===== src/rtl/ptimer_pkg.sv =====
package ptimer_pkg;
    localparam int CODE_W = 4;
    localparam int EN_BIT = 7;
    localparam int PER_BIT = 4;
    localparam logic [7:0] OFS_STAT = 8'h00;
    localparam logic [7:0] OFS_LOAD = 8'h10;
    localparam logic [7:0] OFS_CTRL = 8'h18;

    typedef enum logic {ST_IDLE, ST_RUN} tmr_state_e;

    typedef struct packed {
        logic              en;
        logic              per;
        logic [CODE_W-1:0] code;
    } ctrl_t;
endpackage


===== src/rtl/ptimer_regs.sv =====
module ptimer_regs
    import ptimer_pkg::*;
#(
    parameter int ADDR_W = 8,
    parameter int DATA_W = 32,
    parameter int CNT_W  = 16
) (
    input  logic              clk,
    input  logic              rst_n,
    input  logic [ADDR_W-1:0] addr_i,
    input  logic              wr_i,
    input  logic [DATA_W-1:0] wdata_i,
    input  logic              rd_i,
    output logic [DATA_W-1:0] rdata_o,
    input  logic              expire_i,
    input  logic              hw_dis_i,
    output ctrl_t             ctrl_o,
    output logic [CNT_W-1:0]  load_o,
    output logic              flag_o
);
    logic              sel_stat, sel_load, sel_ctrl;
    logic              w1c;
    ctrl_t             ctrl_q, ctrl_d;
    logic [CNT_W-1:0]  load_q;
    logic              flag_q;

    assign sel_stat = (addr_i == ADDR_W'(OFS_STAT));
    assign sel_load = (addr_i == ADDR_W'(OFS_LOAD));
    assign sel_ctrl = (addr_i == ADDR_W'(OFS_CTRL));
    assign w1c      = wr_i && sel_stat && wdata_i[0];

    always_comb begin
        ctrl_d = ctrl_q;
        if (wr_i && sel_ctrl) begin
            ctrl_d.en   = wdata_i[EN_BIT];
            ctrl_d.per  = wdata_i[PER_BIT];
            ctrl_d.code = wdata_i[CODE_W-1:0];
        end
        if (hw_dis_i) ctrl_d.en = 1'b0;
    end

    always_ff @(posedge clk) begin
        if (!rst_n) begin
            ctrl_q <= '0;
            load_q <= '0;
            flag_q <= 1'b0;
        end else begin
            ctrl_q <= ctrl_d;
            if (wr_i && sel_load) load_q <= wdata_i[CNT_W-1:0];
            flag_q <= expire_i | (flag_q & ~w1c);
        end
    end

    always_comb begin
        rdata_o = '0;
        if (rd_i) begin
            if (sel_stat) rdata_o[0] = flag_q;
            if (sel_load) rdata_o[CNT_W-1:0] = load_q;
            if (sel_ctrl) begin
                rdata_o[EN_BIT]       = ctrl_q.en;
                rdata_o[PER_BIT]      = ctrl_q.per;
                rdata_o[CODE_W-1:0]   = ctrl_q.code;
            end
        end
    end

    assign ctrl_o = ctrl_q;
    assign load_o = load_q;
    assign flag_o = flag_q;

    AST_SET_WINS: assert property (@(posedge clk) disable iff (!rst_n)
        expire_i |=> flag_q);
    AST_W1C_CLEARS: assert property (@(posedge clk) disable iff (!rst_n)
        (w1c && !expire_i) |=> !flag_q);
    AST_UNMAPPED_WR: assert property (@(posedge clk) disable iff (!rst_n)
        (wr_i && !sel_stat && !sel_load && !sel_ctrl && !hw_dis_i && !expire_i)
        |=> ($stable(load_q) && $stable(ctrl_q) && $stable(flag_q)));
endmodule


===== src/rtl/ptimer_prescale.sv =====
module ptimer_prescale
    import ptimer_pkg::*;
#(
    parameter int CW = CODE_W
) (
    input  logic          clk,
    input  logic          rst_n,
    input  logic          run_i,
    input  logic [CW-1:0] code_i,
    output logic          tick_o
);
    localparam int PRE_W = 1 << CW;

    logic [PRE_W-1:0] pre_q;
    logic [PRE_W:0]   span;
    logic [PRE_W-1:0] last;

    assign span   = (PRE_W+1)'(2) << code_i;
    assign last   = PRE_W'(span - (PRE_W+1)'(1));
    assign tick_o = run_i && (pre_q == last);

    always_ff @(posedge clk) begin
        if (!rst_n || !run_i) pre_q <= '0;
        else if (tick_o)      pre_q <= '0;
        else                  pre_q <= pre_q + PRE_W'(1);
    end

    AST_PRE_BOUND: assert property (@(posedge clk) disable iff (!rst_n)
        !(code_i != $past(code_i)) |-> (pre_q <= last || !run_i || $past(pre_q) > last));
    AST_PRE_IDLE_ZERO: assert property (@(posedge clk) disable iff (!rst_n)
        !$past(run_i) |-> (pre_q == '0));
endmodule


===== src/rtl/ptimer_core.sv =====
module ptimer_core
    import ptimer_pkg::*;
#(
    parameter int CNT_W = 16
) (
    input  logic             clk,
    input  logic             rst_n,
    input  logic             en_i,
    input  logic             per_i,
    input  logic [CNT_W-1:0] load_i,
    input  logic             tick_i,
    output logic             run_o,
    output logic             expire_o,
    output logic             hw_dis_o
);
    tmr_state_e       state_q, state_d;
    logic [CNT_W-1:0] cnt_q, cnt_d;
    logic             wrap;

    always_ff @(posedge clk) begin
        if (!rst_n) begin
            state_q <= ST_IDLE;
            cnt_q   <= '0;
        end else begin
            state_q <= state_d;
            cnt_q   <= cnt_d;
        end
    end

    always_comb begin
        state_d = state_q;
        cnt_d   = cnt_q;
        unique case (state_q)
            ST_IDLE: begin
                if (en_i) begin
                    state_d = ST_RUN;
                    cnt_d   = load_i;
                end
            end
            ST_RUN: begin
                if (!en_i) begin
                    state_d = ST_IDLE;
                end else if (wrap) begin
                    if (per_i) begin
                        cnt_d = load_i;
                    end else begin
                        cnt_d   = '0;
                        state_d = ST_IDLE;
                    end
                end else if (tick_i) begin
                    cnt_d = cnt_q - CNT_W'(1);
                end
            end
            default: state_d = ST_IDLE;
        endcase
    end

    always_comb begin
        run_o    = (state_q == ST_RUN);
        wrap     = run_o && en_i && tick_i && (cnt_q <= CNT_W'(1));
        expire_o = wrap;
        hw_dis_o = wrap && !per_i;
    end

    AST_ONESHOT_STOP: assert property (@(posedge clk) disable iff (!rst_n)
        hw_dis_o |=> (state_q == ST_IDLE));
    AST_DECREMENT: assert property (@(posedge clk) disable iff (!rst_n)
        (run_o && en_i && tick_i && cnt_q > CNT_W'(1)) |=> (cnt_q == $past(cnt_q) - CNT_W'(1)));
    AST_HOLD_NO_TICK: assert property (@(posedge clk) disable iff (!rst_n)
        (run_o && en_i && !tick_i) |=> $stable(cnt_q));
    AST_STOP_IDLE: assert property (@(posedge clk) disable iff (!rst_n)
        (run_o && !en_i) |=> (state_q == ST_IDLE));
endmodule


===== src/rtl/ptimer_top.sv =====
module ptimer_top
    import ptimer_pkg::*;
#(
    parameter int ADDR_W = 8,
    parameter int DATA_W = 32,
    parameter int CNT_W  = 16
) (
    input  logic              clk,
    input  logic              rst_n,
    input  logic [ADDR_W-1:0] bus_addr,
    input  logic              bus_wr,
    input  logic [DATA_W-1:0] bus_wdata,
    input  logic              bus_rd,
    output logic [DATA_W-1:0] bus_rdata,
    output logic              irq_o
);
    ctrl_t            ctrl;
    logic [CNT_W-1:0] load_val;
    logic             flag, run, tick, expire, hw_dis;

    ptimer_regs #(.ADDR_W(ADDR_W), .DATA_W(DATA_W), .CNT_W(CNT_W)) u_regs (
        .clk(clk), .rst_n(rst_n), .addr_i(bus_addr), .wr_i(bus_wr),
        .wdata_i(bus_wdata), .rd_i(bus_rd), .rdata_o(bus_rdata),
        .expire_i(expire), .hw_dis_i(hw_dis), .ctrl_o(ctrl),
        .load_o(load_val), .flag_o(flag)
    );

    ptimer_prescale #(.CW(CODE_W)) u_pre (
        .clk(clk), .rst_n(rst_n), .run_i(run), .code_i(ctrl.code), .tick_o(tick)
    );

    ptimer_core #(.CNT_W(CNT_W)) u_core (
        .clk(clk), .rst_n(rst_n), .en_i(ctrl.en), .per_i(ctrl.per),
        .load_i(load_val), .tick_i(tick), .run_o(run),
        .expire_o(expire), .hw_dis_o(hw_dis)
    );

    assign irq_o = flag;

    AST_IRQ_FOLLOWS: assert property (@(posedge clk) disable iff (!rst_n)
        $rose(irq_o) |-> $past(expire));
endmodule


===== config.mk =====
export PLATFORM = sky130hd
export DESIGN_NAME = ptimer_top
export DESIGN_NICKNAME = d
export VERILOG_FILES = /design/src/rtl/ptimer_pkg.sv /design/src/rtl/ptimer_regs.sv /design/src/rtl/ptimer_prescale.sv /design/src/rtl/ptimer_core.sv /design/src/rtl/ptimer_top.sv
export SDC_FILE = /design/constraint.sdc
export NUM_CORES = 1
export LEC_CHECK = 0
export ABC_CLOCK_PERIOD_IN_PS = 4900
export BUFFER_PORTS_ARGS = -buffer_cell sky130_fd_sc_hd__buf_2
export CORE_MARGIN = 3
export CORE_UTILIZATION = 30
export DETAILED_ROUTE_END_ITERATION = 16
export SYNTH_ARGS = -nofsm -noshare
export SYNTH_HDL_FRONTEND = slang
export SYNTH_SLANG_ARGS = --single-unit

===== constraint.sdc =====
create_clock -name clk -period 4.9 [get_ports clk]
set_input_delay 0.735 -clock clk [delete_from_list [all_inputs] [get_ports clk]]
set_output_delay 0.735 -clock clk [all_outputs]
set_load 0.005 [all_outputs]

# [After elaboration in Yosys (flattened, before gate mapping)]
# Cells that the tools add are included.
[word_totals] ff_bits=56 in_bits=44 output_inout_bits=33 word_cells=57
[classes] n_addsub=3 n_lt_le_gt_ge=1 n_eq_ne=6 shift=1 mux=16 n_bitwise=5 reduce_logical=17
[ops] cell="2-to-1 mux 16 bit" n=7
[ops] cell="case mux 16 bit (2 select lines)" n=1
[ops] cell="subtractor 16 x 1 -> 16 bit (second input constant)" n=2
[ops] cell="adder 16 x 1 -> 16 bit (second input constant)" n=1
[ops] cell="== test 16 bit" n=1
[ops] cell="== test 8 x 5 -> 1 bit (second input constant)" n=2
[ops] cell="less-or-equal comparator 16 x 1 -> 1 bit (second input constant)" n=1
[ops] cell="left shift 2 x 4 -> 16 bit (first input constant)" n=1
[ops] cell="logical AND 1 bit" n=9
[ops] cell="logical NOT 8 bit" n=1
[ops] cell="2-to-1 mux 1 bit" n=6
[ops] cell="2-to-1 mux 5 bit" n=1
[ops] cell="!= test 2 bit (second input constant)" n=2
[ops] cell="OR reduction 2 bit" n=2
[ops] cell="logical NOT 1 bit" n=3
[ops] cell="!= test 3 x 2 -> 1 bit (second input constant)" n=1
[ops] cell="NOT 1 bit" n=3
[ops] cell="AND reduction 3 bit" n=1
[ops] cell="case mux 1 bit (2 select lines)" n=1
[ops] cell="bitwise AND 1 bit" n=1
[ops] cell="logical OR 1 bit" n=1
[ops] cell="bitwise OR 1 bit" n=1

# [Depth between registers and ports, before layout]
# Gate-level depths: netlist of the first run.
[logic_depth] depth_word=9 mapped_depth=15 ltp_nobuf=10

# [Cells and area by module]
# From an unflattened synthesis of the first run, not the netlist that was laid out.
[unflattened] cells_unflattened=457 hier_area_um2=3649.8
[by_module_without_submodules] mod="ptimer_regs" instances=1 cells_each=153 area_per_inst_um2=1296.2 seq_area_each_um2=460.4
[by_module_without_submodules] mod="ptimer_prescale" instances=1 cells_each=160 area_per_inst_um2=1203.7 seq_area_each_um2=320.3
[by_module_without_submodules] mod="ptimer_core" instances=1 cells_each=144 area_per_inst_um2=1149.9 seq_area_each_um2=340.3

# [Worst setup path after synthesis of the first run]
# No wires, ideal clock.
[synth_path] kind="reg2reg" startpoint="register u_regs.ctrl_q, in the netlist u_regs.ctrl_o[3]" endpoint="register u_pre.pre_q[10]" setup_ps=117 t_arrival_ps=3016 required_time_ps=4783 path_slack_ps=1767 stages_incl_launch_ff=15 n_path_buf=4 synth_period_minus_slack_ps=3133 cell_sequence="dfxtp_1 > clkbuf_1 > nor2_1 > nand3_1 > ha_1 > buf_2 > nor3b_1 > o2bb2ai_1 > xor2_1 > or4_1 > nor3_1 > or3_1 > clkbuf_1 > buf_2 > nor2_1"
[synth_between] elab_chain_len=5
[synth_rtl] item="start: declaration" line_no="ptimer_regs.sv:23" rtl="ctrl_t ctrl_q, ctrl_d;"
[synth_rtl] item="start signal: assignment" line_no="ptimer_regs.sv:48" rtl="ctrl_q <= ctrl_d;"
[synth_rtl] item="left shift 2 x 4 -> 16 bit" line_no="ptimer_prescale.sv:18" rtl="assign span = (PRE_W+1)'(2) << code_i;"
[synth_rtl] item="subtractor 16 x 1 -> 16 bit" line_no="ptimer_prescale.sv:19" rtl="assign last = PRE_W'(span - (PRE_W+1)'(1));"
[synth_rtl] item="== test 16 bit" line_no="ptimer_prescale.sv:20" rtl="assign tick_o = run_i && (pre_q == last);"
[synth_rtl] item="logical AND 1 bit" line_no="ptimer_prescale.sv:20"
[synth_rtl] item="OR reduction 2 bit (no line)"
[synth_rtl] item="end signal: assignment" line_no="ptimer_prescale.sv:25" rtl="else pre_q <= pre_q + PRE_W'(1);"
[synth_rtl] item="end: declaration" line_no="ptimer_prescale.sv:14" rtl="logic [PRE_W-1:0] pre_q;"
# Every way passes these cells.
# A chain may end at the register's enable or synchronous reset.

# [Worst setup path in the final report of the first run]
[layout_path] startpoint="register u_regs.ctrl_q, in the netlist u_regs.ctrl_o[3]" endpoint="register u_pre.pre_q[5]"
# The elaborated chain is that of the path after synthesis.

==> results of run 1 <==
where the power goes:
| part | total (mW) | leakage (nW) | switching, mW | internal [mW] |
|---|---|---|---|---|
| clock network | 0.373 | 0.0729 | 0.171 | 0.202 |
| logic | 0.0296 | 1.18 | 0.0185 | 0.0111 |
| registers | 0.455 | 0.451 | 0.000409 | 0.455 |
critical path: stages (launching register included):
cell       delay (ps)
dfxtp_1           830
nor2_1            120
nand3_1           120
ha_1              400
nor3b_1           410
o2bb2ai_1         180
xor2_1            110
or4_1             740
nor3_1            300
or3_1             500
nor2_1            110
layout by cell type, fill, tap and decap left out, types with 10 or more instances in the layout:
| cell | instances |
|---|---|
| xor2_1 | 16 |
| conb_1 | 16 |
| nor2_1 | 57 |
| a21oi_1 | 15 |
| nand3_1 | 18 |
| inv_1 | 10 |
| buf_2 | 44 |
| dfxtp_1 | 56 |
| mux2i_1 | 26 |
| and2_1 | 11 |
| xnor2_1 | 13 |
| nand4_1 | 11 |
| nand2_1 | 46 |
| nor3_1 | 19 |
sequential cells by signal, indices dropped and copies added (netlist names):
register	count
u_core.run_o	1
u_pre.pre_q	16
u_core.cnt_q	16
u_regs.flag_o	1
u_regs.ctrl_o	6
u_regs.load_o	16
path summary, 6_finish.rpt:
| path | start | cells past startpoint | slack (ps) | endpoint |
|---|---|---|---|---|
| max | u_regs.ctrl_o[3]$_SDFFE_PN0P_ | 10 | 930 | u_pre.pre_q[5]$_SDFF_PP0_ |
| min | u_regs.load_o[0]$_SDFFE_PN0P_ | 2 | 480 | u_regs.load_o[0]$_SDFFE_PN0P_ |
| max reg2reg | u_regs.ctrl_o[3]$_SDFFE_PN0P_ | 10 | 930 | u_pre.pre_q[5]$_SDFF_PP0_ |
| min reg2reg | u_regs.load_o[0]$_SDFFE_PN0P_ | 2 | 480 | u_regs.load_o[0]$_SDFFE_PN0P_ |
per-layer routing:
metal  up-vias  GRT usage (%)  wire [um]  share of wire (%)
met5         -              0          0                  0
met4         0          5.046        251                2.6
met3        16          2.674        403                4.2
met2        82          25.49       4868                 51
met1      1632          16.92       4024                 42
li1       1701              -          -                  -
cell type report:
class | instances | area, um2 | share of cell area, %
multi-input combinational | 373 | 2351 | 57.37
sequential | 56 | 1121 | 27.36
timing repair buffer | 45 | 227.7 | 5.557
tap | 164 | 205.2 | 5.008
clock buffer | 6 | 138.9 | 3.389
inverter | 12 | 45.04 | 1.099
clock inverter | 1 | 8.758 | 0.2137
cells in the mapped netlist (all sizes together) (2+ instances only):
master and count:
nor2 57, dfxtp 56, nand2 46, mux2i 26, buf 22, clkbuf 21, nor3 20, nand3 18
a21oi 16, xor2 16, xnor2 13, and2 11, inv 11, nand4 11, nor4 10, o21ai 10
and3 9, o211ai 8, or3 8, a31oi 6, o41ai 6, a211o 5, ha 4, nand2b 4
nor2b 4, or4 4, o21a 3, o221ai 3, or2 3, a2111oi 2, a211oi 2, a22oi 2
nand3b 2, nand4b 2, nor4b 2, o2111ai 2, o21bai 2, o22ai 2, o31ai 2, or3b 2
stage by stage:
| stage | power [mW] | hold WS [ps] |
|---|---|---|
| floorplan | 0.4900 | 437.4 |
| global placement | 0.4949 | 470.2 |
| global route | 0.8901 | 508.0 |
| CTS | 0.8631 | 489.9 |
| detailed placement | 0.4954 | 480.1 |
| finish | 0.8577 | 485.0 |
cells by family after synthesis:
family,share of synthesized area (%)
AND/OR/NAND/NOR,31.02
AO/OA/AOI/OAI,15.56
flip-flops,30.24
buffers and inverters,7.864
XOR/XNOR,6.851
multiplexers,7.020
adder cells (fa/ha/maj),1.350
other,0.1012
==> results.md, run 1 <==
- Status: finished, final reports clean
- Clk root buf: clkbuf_16
- DRT antenna net count: 0
- Critical Path End Type: flip-flop
- CTS tree: yes
- CTS buffer count: 5
- Placement Setup Slack: between 900 and 1000 ps
- Leading area contributor after synthesis: dfxtp_1
- Drt total wl: about 9500 um
- Yosys top cell area share: between 30% and 40%
- CP max FO: 24
- Asr flop ratio synth: 0%
- Final worst setup slack: between 900 and 1000 ps
- DRC viols: 0
- Mapped Cells: 470
- CTS Sinks: 56
- DR vias/cell: 5.222
- Placer congestion estimate: 0.9832
- Critical setup path kind: reg2reg
- Tmin final: 3967 ps
- Measured slew at the worst slew-check pin: 962.0 ps
- EDFF count, synth: 0
- Netlist cell types: slightly above 70
- Clock-pin slew on the worst setup and hold paths: ~70 ps
- Top area cells in the synthesized netlist: dfxtp_1, mux2i_1, nor2_1
- Filler Cell Count: 1215
- # port buffers: 44
- Antenna violations before repair: 0
- Die height: ~120 um
- Setup_tns: 0 ps
- Synthesized area: 3707 um2
- Crit share post-route: 80.96%
- Startpoint types: flip-flop
- HPWL Detailed: 7221 um
- Row count: 39
- Final Core Density: between 30% and 40%
- Mapped Avg Cell Area: just under 8 um2
- Final net count: 541
- Placed Cells incl. Taps: 650
- Antenna diodes: 0
- Fmax: about 250 MHz
- Global route overflow: 0
- H-tree depth: 2
- Die ar.: between 10000 and 15000 um2
- Area Growth Syn to Fin: 10.53%
- Post-cts resize count: 0
- Starting DRT DRC Count: 203
- P_leak: 1.707 nW
- Maximum VDD drop: 0.1288 mV
- Layout cells sized above 1: 15.01%
- Global Route Usage Sum: around 14%
- CTS Buffer Depth: 2
- Maxcap violations: 0
- Sequential area share after synthesis: a little under a third
- Initial Util: between 30% and 40%
- Placed inst area: a little under 4000 um2
- IO Count: 77
- WP data required: roughly 5100 ps
- Largest net degree at the start of global routing: 28
- Pwr/cell area: approximately 210 nW/um2
- RSZ-0062 raised after global routing: no
- Final Max Slew Viols: 0
- Drt pass-1 iters: 4
- DR WL/cell: roughly 15 um
- Global-route wire length before repair: ~16000 um
- Die Width: 117.2 um
- Flops & latches, synth: 56
- Relative slew margins: between 30% and 40%
- Number of global-route vias before repair: between 3k and 4k
- DR vias: about 3.4k
- Fin cells: 657
- Worst EP arrival: roughly 4100 ps
- Yosys warnings: 0
- HP Class: reg2reg
- Fin. Hold Viols: 0
- Worst-Skew Late Latency: about 300 ps
- Final clock skew: 9.203 ps
- Post-CTS setup buffers: 0
- Fin area: between 4000 and 5000 um2
- Final setup fails: 0
- CTS Hold Buffers Added: 0
- Most used DFF post-synth: dfxtp_1
- Core ar.: approximately 12000 um2
No activity file was read; power rests on OpenSTA's default activity.
==> run 2: changes to the inputs <==
Settings changed: ABC_AREA from default to 1, ABC_CLOCK_PERIOD_IN_PS 4900 to 3800.
Clock period 4.9 ns to 3.8 ns, I/O delays scaled along.
==> results.md, run 2 <==
- Setup_tns: 0 ps (unchanged)
- Die Width: 115.4 um (was 117.2 um)
- Leading area contributor after synthesis: dfxtp_1 (unchanged)
- Yosys top cell area share: 31.20% (was 30.24%)
- Global route overflow: 0 (unchanged)
- Reg power frac: 52.4% (was 53.1%)
- Antenna violations before repair: 0 (unchanged)
- Starting DRT DRC Count: 257 (was 203)
- Final clock skew: 10.11 ps (was 9.203 ps)
- Most used DFF post-synth: dfxtp_1 (unchanged)
- Placer congestion estimate: 0.8519 (was 0.9832)
- Mapped Avg Cell Area: 6.228 um2 (was 7.888 um2)
- Fmax: 358.3 MHz (was 252.1 MHz)
- Maximum VDD drop: 0.2318 mV (was 0.1288 mV)
- Tmin final: 2791 ps (was 3967 ps)
- HPWL Detailed: 6551 um (was 7221 um)
- Area Growth Syn to Fin: 11.11% (was 10.53%)
- Row count: 39 (unchanged)
- CTS Sinks: 56 (unchanged)
- DR vias/cell: 4.671 (was 5.222)
- Yosys warnings: 0 (unchanged)
- Global Route Usage Sum: 13.39% (was 14.24%)
- # port buffers: 44 (unchanged)
- P_leak: 1.642 nW (was 1.707 nW)
- Mapped Cells: 577 (was 470)
- Number of global-route vias before repair: 3131 (was 3258)
- Global-route wire length before repair: 14740 um (was 15720 um)
- Comb power frac: 3.6% (was 3.4%)
- Fin. Hold Viols: 0 (unchanged)
- Worst EP arrival: 3010 ps (was 4130 ps)
- Most frequent cells after synthesis: nand2_1, nor2_1, inv_1, dfxtp_1, a21oi_1 (was nor2_1, dfxtp_1, nand2_1, mux2i_1)
- Post-cts resize count: 0 (unchanged)
- CTS buffer count: 5 (unchanged)
- Critical Path End Type: flip-flop (unchanged)
- Final net count: 658 (was 541)
- Largest net degree at the start of global routing: 27 (was 28)
- CTS Hold Buffers Added: 0 (unchanged)
- Maxcap violations: 0 (unchanged)
- Measured slew at the worst slew-check pin: 675.1 ps (was 962.0 ps)
- Flops & latches, synth: 56 (unchanged)
- Crit share post-route: 73.44% (was 80.96%)
- Sw Pwr: 0.2518 mW (was 0.1895 mW)
- Clock-pin slew on the worst setup and hold paths: 70 ps (about the same)
- Sequential area share after synthesis: 31.20% (was 30.24%)
- WP data required: 4020 ps (was 5070 ps)
- Synthesized area: 3593 um2 (was 3707 um2)
- Pwr/cell area: 280.7 nW/um2 (was 209.3 nW/um2)
- RSZ-0062 raised after global routing: no (unchanged)
- Final Max Slew Viols: 0 (unchanged)
- Placement Setup Slack: 1018 ps (was 910.8 ps)
- CP max FO: 19 (was 24)
- Internal power: 0.8691 mW (was 0.6682 mW)
- Top area cells in the synthesized netlist: dfxtp_1, nand2_1, nor2_1 (was dfxtp_1, mux2i_1, nor2_1)
- Drt total wl: 8688 um (was 9549 um)
- Asr flop ratio synth: 0% (unchanged)
- Critical setup path kind: reg2reg (unchanged)
- DR WL/cell: 11.52 um (was 14.53 um)
- Die ar.: 13330 um2 (was 13730 um2)
- Clock share of power: 44.0% (was 43.5%)
- HP Class: reg2reg (unchanged)
- DR vias: 3522 (was 3431)
- Status: finished, final reports clean (unchanged)
- Worst-Skew Late Latency: 300 ps (about the same)
- CTS Buffer Depth: 2 (unchanged)
- DRT antenna net count: 0 (unchanged)
- Relative slew margins: 54.95% (was 35.56%)
- EDFF count, synth: 0 (unchanged)
- Most frequent cells in the layout: nand2_1, nor2_1, inv_1 (was nor2_1, dfxtp_1, nand2_1)
- Final worst setup slack: 1009 ps (was 932.8 ps)
- DRC viols: 0 (unchanged)
- Initial Util: 31.07% (was 31.52%)
- Top-count cell post-synth: nand2_1 (was nor2_1)
- Antenna diodes: 0 (unchanged)
- H-tree depth: 2 (unchanged)
- Layout cells sized above 1: 11.95% (was 15.01%)
- Drt pass-1 iters: 4 (unchanged)
- Post-CTS setup buffers: 0 (unchanged)
- Core ar.: 11560 um2 (was 11760 um2)
- Net Sw Frac: 22.47% (was 22.09%)
- Commonest non-fill, non-tap cell in the layout: nand2_1 (was nor2_1)
- CTS tree: yes (unchanged)
- Netlist cell types: 35 (was 72)
- Die height: 115.4 um (was 117.2 um)
- Final setup fails: 0 (unchanged)
- IO Count: 77 (unchanged)
- Clk root buf: clkbuf_16 (unchanged)
- Startpoint types: flip-flop (unchanged)
## run 2: metal layers
layer	vias to the layer above	track usage, %	share of wire [%]
met5	-	0	0
met4	0	3.834	1.3
met3	6	2.037	4.6
met2	89	21.06	45
met1	1557	19.05	49
li1	1870	-	-
## run 2: power by group through the flow
stage          registers [mW]  clock network (mW)  logic (mW)
2_1_floorplan           0.601                   0      0.0315
3_3_place_gp            0.601                   0      0.0391
3_5_place_dp            0.602                   0      0.0398
4_1_cts                 0.588               0.506      0.0400
5_1_grt                 0.588               0.532      0.0461
6_report                0.588               0.493      0.0400
## run 2: final timing paths
check | depth (start not counted) | startpoint | slack, ps | to
worst min-delay path | 1 | u_pre.pre_q[0]$_SDFF_PP0_ | 470 | u_pre.pre_q[0]$_SDFF_PP0_
worst max-delay path | 17 | u_regs.ctrl_o[1]$_SDFFE_PN0P_ | 1010 | u_core.cnt_q[11]$_SDFFE_PN0P_
worst max register to register | 17 | u_regs.ctrl_o[1]$_SDFFE_PN0P_ | 1010 | u_core.cnt_q[11]$_SDFFE_PN0P_
worst min register to register | 1 | u_pre.pre_q[0]$_SDFF_PP0_ | 470 | u_pre.pre_q[0]$_SDFF_PP0_
## run 2: cells by family (layout without fill, tap and decap cells)
| logic type | after synthesis | count (layout) | share of synthesized area, % |
|---|---|---|---|
| simple gates | 309 | 309 | 37.01 |
| buf+inv | 102 | 121 | 13.30 |
| compound gates | 89 | 89 | 13.09 |
| flops | 56 | 56 | 31.20 |
| xor+xnor | 16 | 16 | 3.900 |
| fa+ha+maj | 4 | 4 | 1.393 |
| other cells | 1 | 16 | 0.1044 |
## run 2: critical path, cell delays in order (launching register included)
cell and delay, ps:
dfxtp_1 430, nor2_1 300, nand2_1 120, ha_1 320, inv_1 40, nand2_1 50
nand3_1 80, nor2_1 110, nand2_1 60, nor2_1 110, nand2_1 90, nor2_4 110
nand3_4 240, nor2_4 310, nand2_1 80, nand2_1 70, nand2_1 50, a21oi_1 130
## run 2: cell type report
cell class                      instances  area [um2]
Clock buffer                            6       138.9
Clock inverter                          2       17.52
Fill cell                            1278        7572
Inverter                               68       257.7
Multi-Input combinational cell        434        2051
Sequential cell                        56        1121
Tap cell                              143       178.9
Timing Repair Buffer                   45       227.7
## run 2: per-stage QoR
step | hold slack, ps | instance area, um2 | total power, mW | util (%) | instances
3_5_place_dp | 456.7 | 3836 | 0.6413 | 33.17 | 746
6_report | 469.6 | 3993 | 1.121 | 34.52 | 754
2_1_floorplan | 430.2 | 3650 | 0.6326 | - | 592
5_1_grt | 501.1 | 3993 | 1.165 | 34.52 | 754
3_3_place_gp | 448.5 | 3836 | 0.6405 | 33.17 | 746
4_1_cts | 475.1 | 3993 | 1.134 | 34.52 | 754
==> run 3: changes to the inputs <==
Settings changed: ABC_CLOCK_PERIOD_IN_PS 3800 to 2800.
Clock period 3.8 ns to 2.8 ns, I/O delays scaled along.
==> results.md, run 3 (synthesized netlist as in run 2, its figures left out) <==
- Status: finished, final reports clean (unchanged)
- DRC viols: 0 (unchanged)
- Commonest non-fill, non-tap cell in the layout: nand2_1 (unchanged)
- Maximum VDD drop: 0.2620 mV (was 0.2318 mV)
- Largest net degree at the start of global routing: 27 (unchanged)
- Final net count: 669 (was 658)
- Placer congestion estimate: 0.8430 (was 0.8519)
- CP max FO: 17 (was 19)
- Critical Path End Type: flip-flop (unchanged)
- DR vias: 3650 (was 3522)
- CTS tree: yes (unchanged)
- Most frequent cells in the layout: nand2_1, nor2_1, inv_1 (unchanged)
- Final clock skew: 6.406 ps (was 10.11 ps)
- Filler Cell Count: 1261 (was 1278)
- Final worst setup slack: 376.8 ps (was 1009 ps)
- # port buffers: 44 (unchanged)
- Final setup fails: 0 (unchanged)
- IO Count: 77 (unchanged)
- Slowest CP cell: dfxtp_1 (unchanged)
- Critical setup path kind: reg2reg (unchanged)
- Total Power: 1.492 mW (was 1.121 mW)
- HPWL Detailed: 6759 um (was 6551 um)
- Row count: 39 (unchanged)
- Measured slew at the worst slew-check pin: 643.8 ps (was 675.1 ps)
- H-tree depth: 2 (unchanged)
- Die height: 115.4 um (unchanged)
- Routing usage on met1: 18.29% (was 19.05%)
- P_leak: 1.682 nW (was 1.642 nW)
- Worst-Skew Late Latency: 300 ps (about the same)
- Global-route wire length before repair: 14640 um (was 14740 um)
- R2r startpoint: u_regs.ctrl_o[1]$_SDFFE_PN0P_ (unchanged)
- Final Core Density: 35.16% (was 34.52%)
- Startpoint types: flip-flop (unchanged)
- Global route overflow: 0 (unchanged)
- CP dominant cell by count: nand2_1 (unchanged)
- Met3 Use GR: 1.984% (was 2.037%)
- Global Route Usage Sum: 13.48% (was 13.39%)
- Fmax: 412.7 MHz (was 358.3 MHz)
- Fin area: 4066 um2 (was 3993 um2)
- Die Width: 115.4 um (unchanged)
- DRT antenna net count: 0 (unchanged)
- CTS buffer count: 5 (unchanged)
- HP Class: in2reg (was reg2reg)
- CTS Buffer Depth: 2 (unchanged)
- Starting DRT DRC Count: 250 (was 257)
- CP Cell Sequence: nor2_1 -> nand2_1 -> ha_1 -> nand2_1 -> nand3_1 -> nor2_1 -> nand2_1 -> nor2_1 -> nand2_1 -> nor2_4 -> nand2_1 -> nand2_2 -> nand2_4 -> inv_6 -> o21ai_0 -> a21oi_1 -> nor2_1 (was nor2_1 -> nand2_1 -> ha_1 -> inv_1 -> nand2_1 -> nand3_1 -> nor2_1 -> nand2_1 -> nor2_1 -> nand2_1 -> nor2_4 -> nand3_4 -> nor2_4 -> nand2_1 -> nand2_1 -> nand2_1 -> a21oi_1)
- Maxcap violations: 0 (unchanged)
- Met2 usage: 21.68% (was 21.06%)
- Tmin final: 2423 ps (was 2791 ps)
- Crit share post-route: 86.54% (was 73.44%)
- Relative slew margins: 57.03% (was 54.95%)
- Drt pass-1 iters: 5 (was 4)
- Pwr/cell area: 366.8 nW/um2 (was 280.7 nW/um2)
- Worst Setup SP: u_regs.ctrl_o[1]$_SDFFE_PN0P_ (unchanged)
- Die ar.: 13330 um2 (unchanged)
- Placed Cells incl. Taps: 756 (was 746)
- Fin. Hold Viols: 0 (unchanged)
- RSZ-0062 raised after global routing: no (unchanged)
- Number of global-route vias before repair: 3206 (was 3131)
- Worst EP arrival: 2620 ps (was 3010 ps)
- Clock-pin slew on the worst setup and hold paths: 70 ps (about the same)
- DR WL/cell: 11.58 um (was 11.52 um)
- Grt peak-use layer: met2 (unchanged)
- WP data required: 3000 ps (was 4020 ps)
- Antenna diodes: 0 (unchanged)
- CTS Sinks: 56 (unchanged)
- Final Max Slew Viols: 0 (unchanged)
- Area Growth Syn to Fin: 13.16% (was 11.11%)
- Worst hold slack: 348.2 ps (was 469.6 ps)
- Initial Util: 31.07% (unchanged)
- Placement Setup Slack: 294.6 ps (was 1018 ps)
- DR vias/cell: 4.771 (was 4.671)
- Placed inst area: 3911 um2 (was 3836 um2)
- Clk root buf: clkbuf_16 (unchanged)
- Layout cells sized above 1: 13.34% (was 11.95%)
- Setup_tns: 0 ps (unchanged)
- Worst hold start: bus_wdata[13] (was u_pre.pre_q[0]$_SDFF_PP0_)
- Drt total wl: 8856 um (was 8688 um)
- Largest stage delay, worst path: 360 ps (was 430 ps)
- Fin cells: 765 (was 754)
- Core ar.: 11560 um2 (unchanged)
- Antenna violations before repair: 0 (unchanged)
==> run 3: final cells by class <==
type	instances	area, um2	share of cell area, %
Clock inverter	2	16.27	0.4000
Sequential cell	56	1121	27.57
Multi-Input combinational cell	434	2051	50.43
Clock buffer	6	128.9	3.169
Inverter	68	260.3	6.400
Timing Repair Buffer	56	310.3	7.631
Tap cell	143	178.9	4.400
==> run 3: what timing repair did <==
action,in CTS,in global routing
hold buffers,0,0
resized for setup,0,1
buffers inserted,0,1
endpoints found under the setup margin,0,6
==> run 3: worst paths after layout <==
path | endpoint | cells after the start | slack [ps]
worst min register to register | u_pre.pre_q[0]$_SDFF_PP0_ | 1 | 470
worst max-delay path | u_core.cnt_q[0]$_SDFFE_PN0P_ | 17 | 380
worst min-delay path | u_regs.load_o[13]$_SDFFE_PN0P_ | 3 | 350
worst max register to register | u_core.cnt_q[0]$_SDFFE_PN0P_ | 17 | 380
==> run 3: routing by layer <==
metal,vias up,wire length (um)
li1,1885,-
met1,1660,4317
met2,90,4019
met3,15,366
met4,0,153
met5,-,0
==> run 3: report_power, final <==
part	switching, mW	internal, mW	total [mW]
Sequential	0.000810	0.796	0.797
Clock	0.305	0.335	0.639
Combinational	0.0353	0.0198	0.0551
==> run 3: worst max-delay path, delay by kind of cell, from the launching register on <==
kind            cells  cell delay, ps
flops               1             360
buf+inv             1             160
compound gates      2             220
fa+ha+maj           1             310
simple gates       13            1280
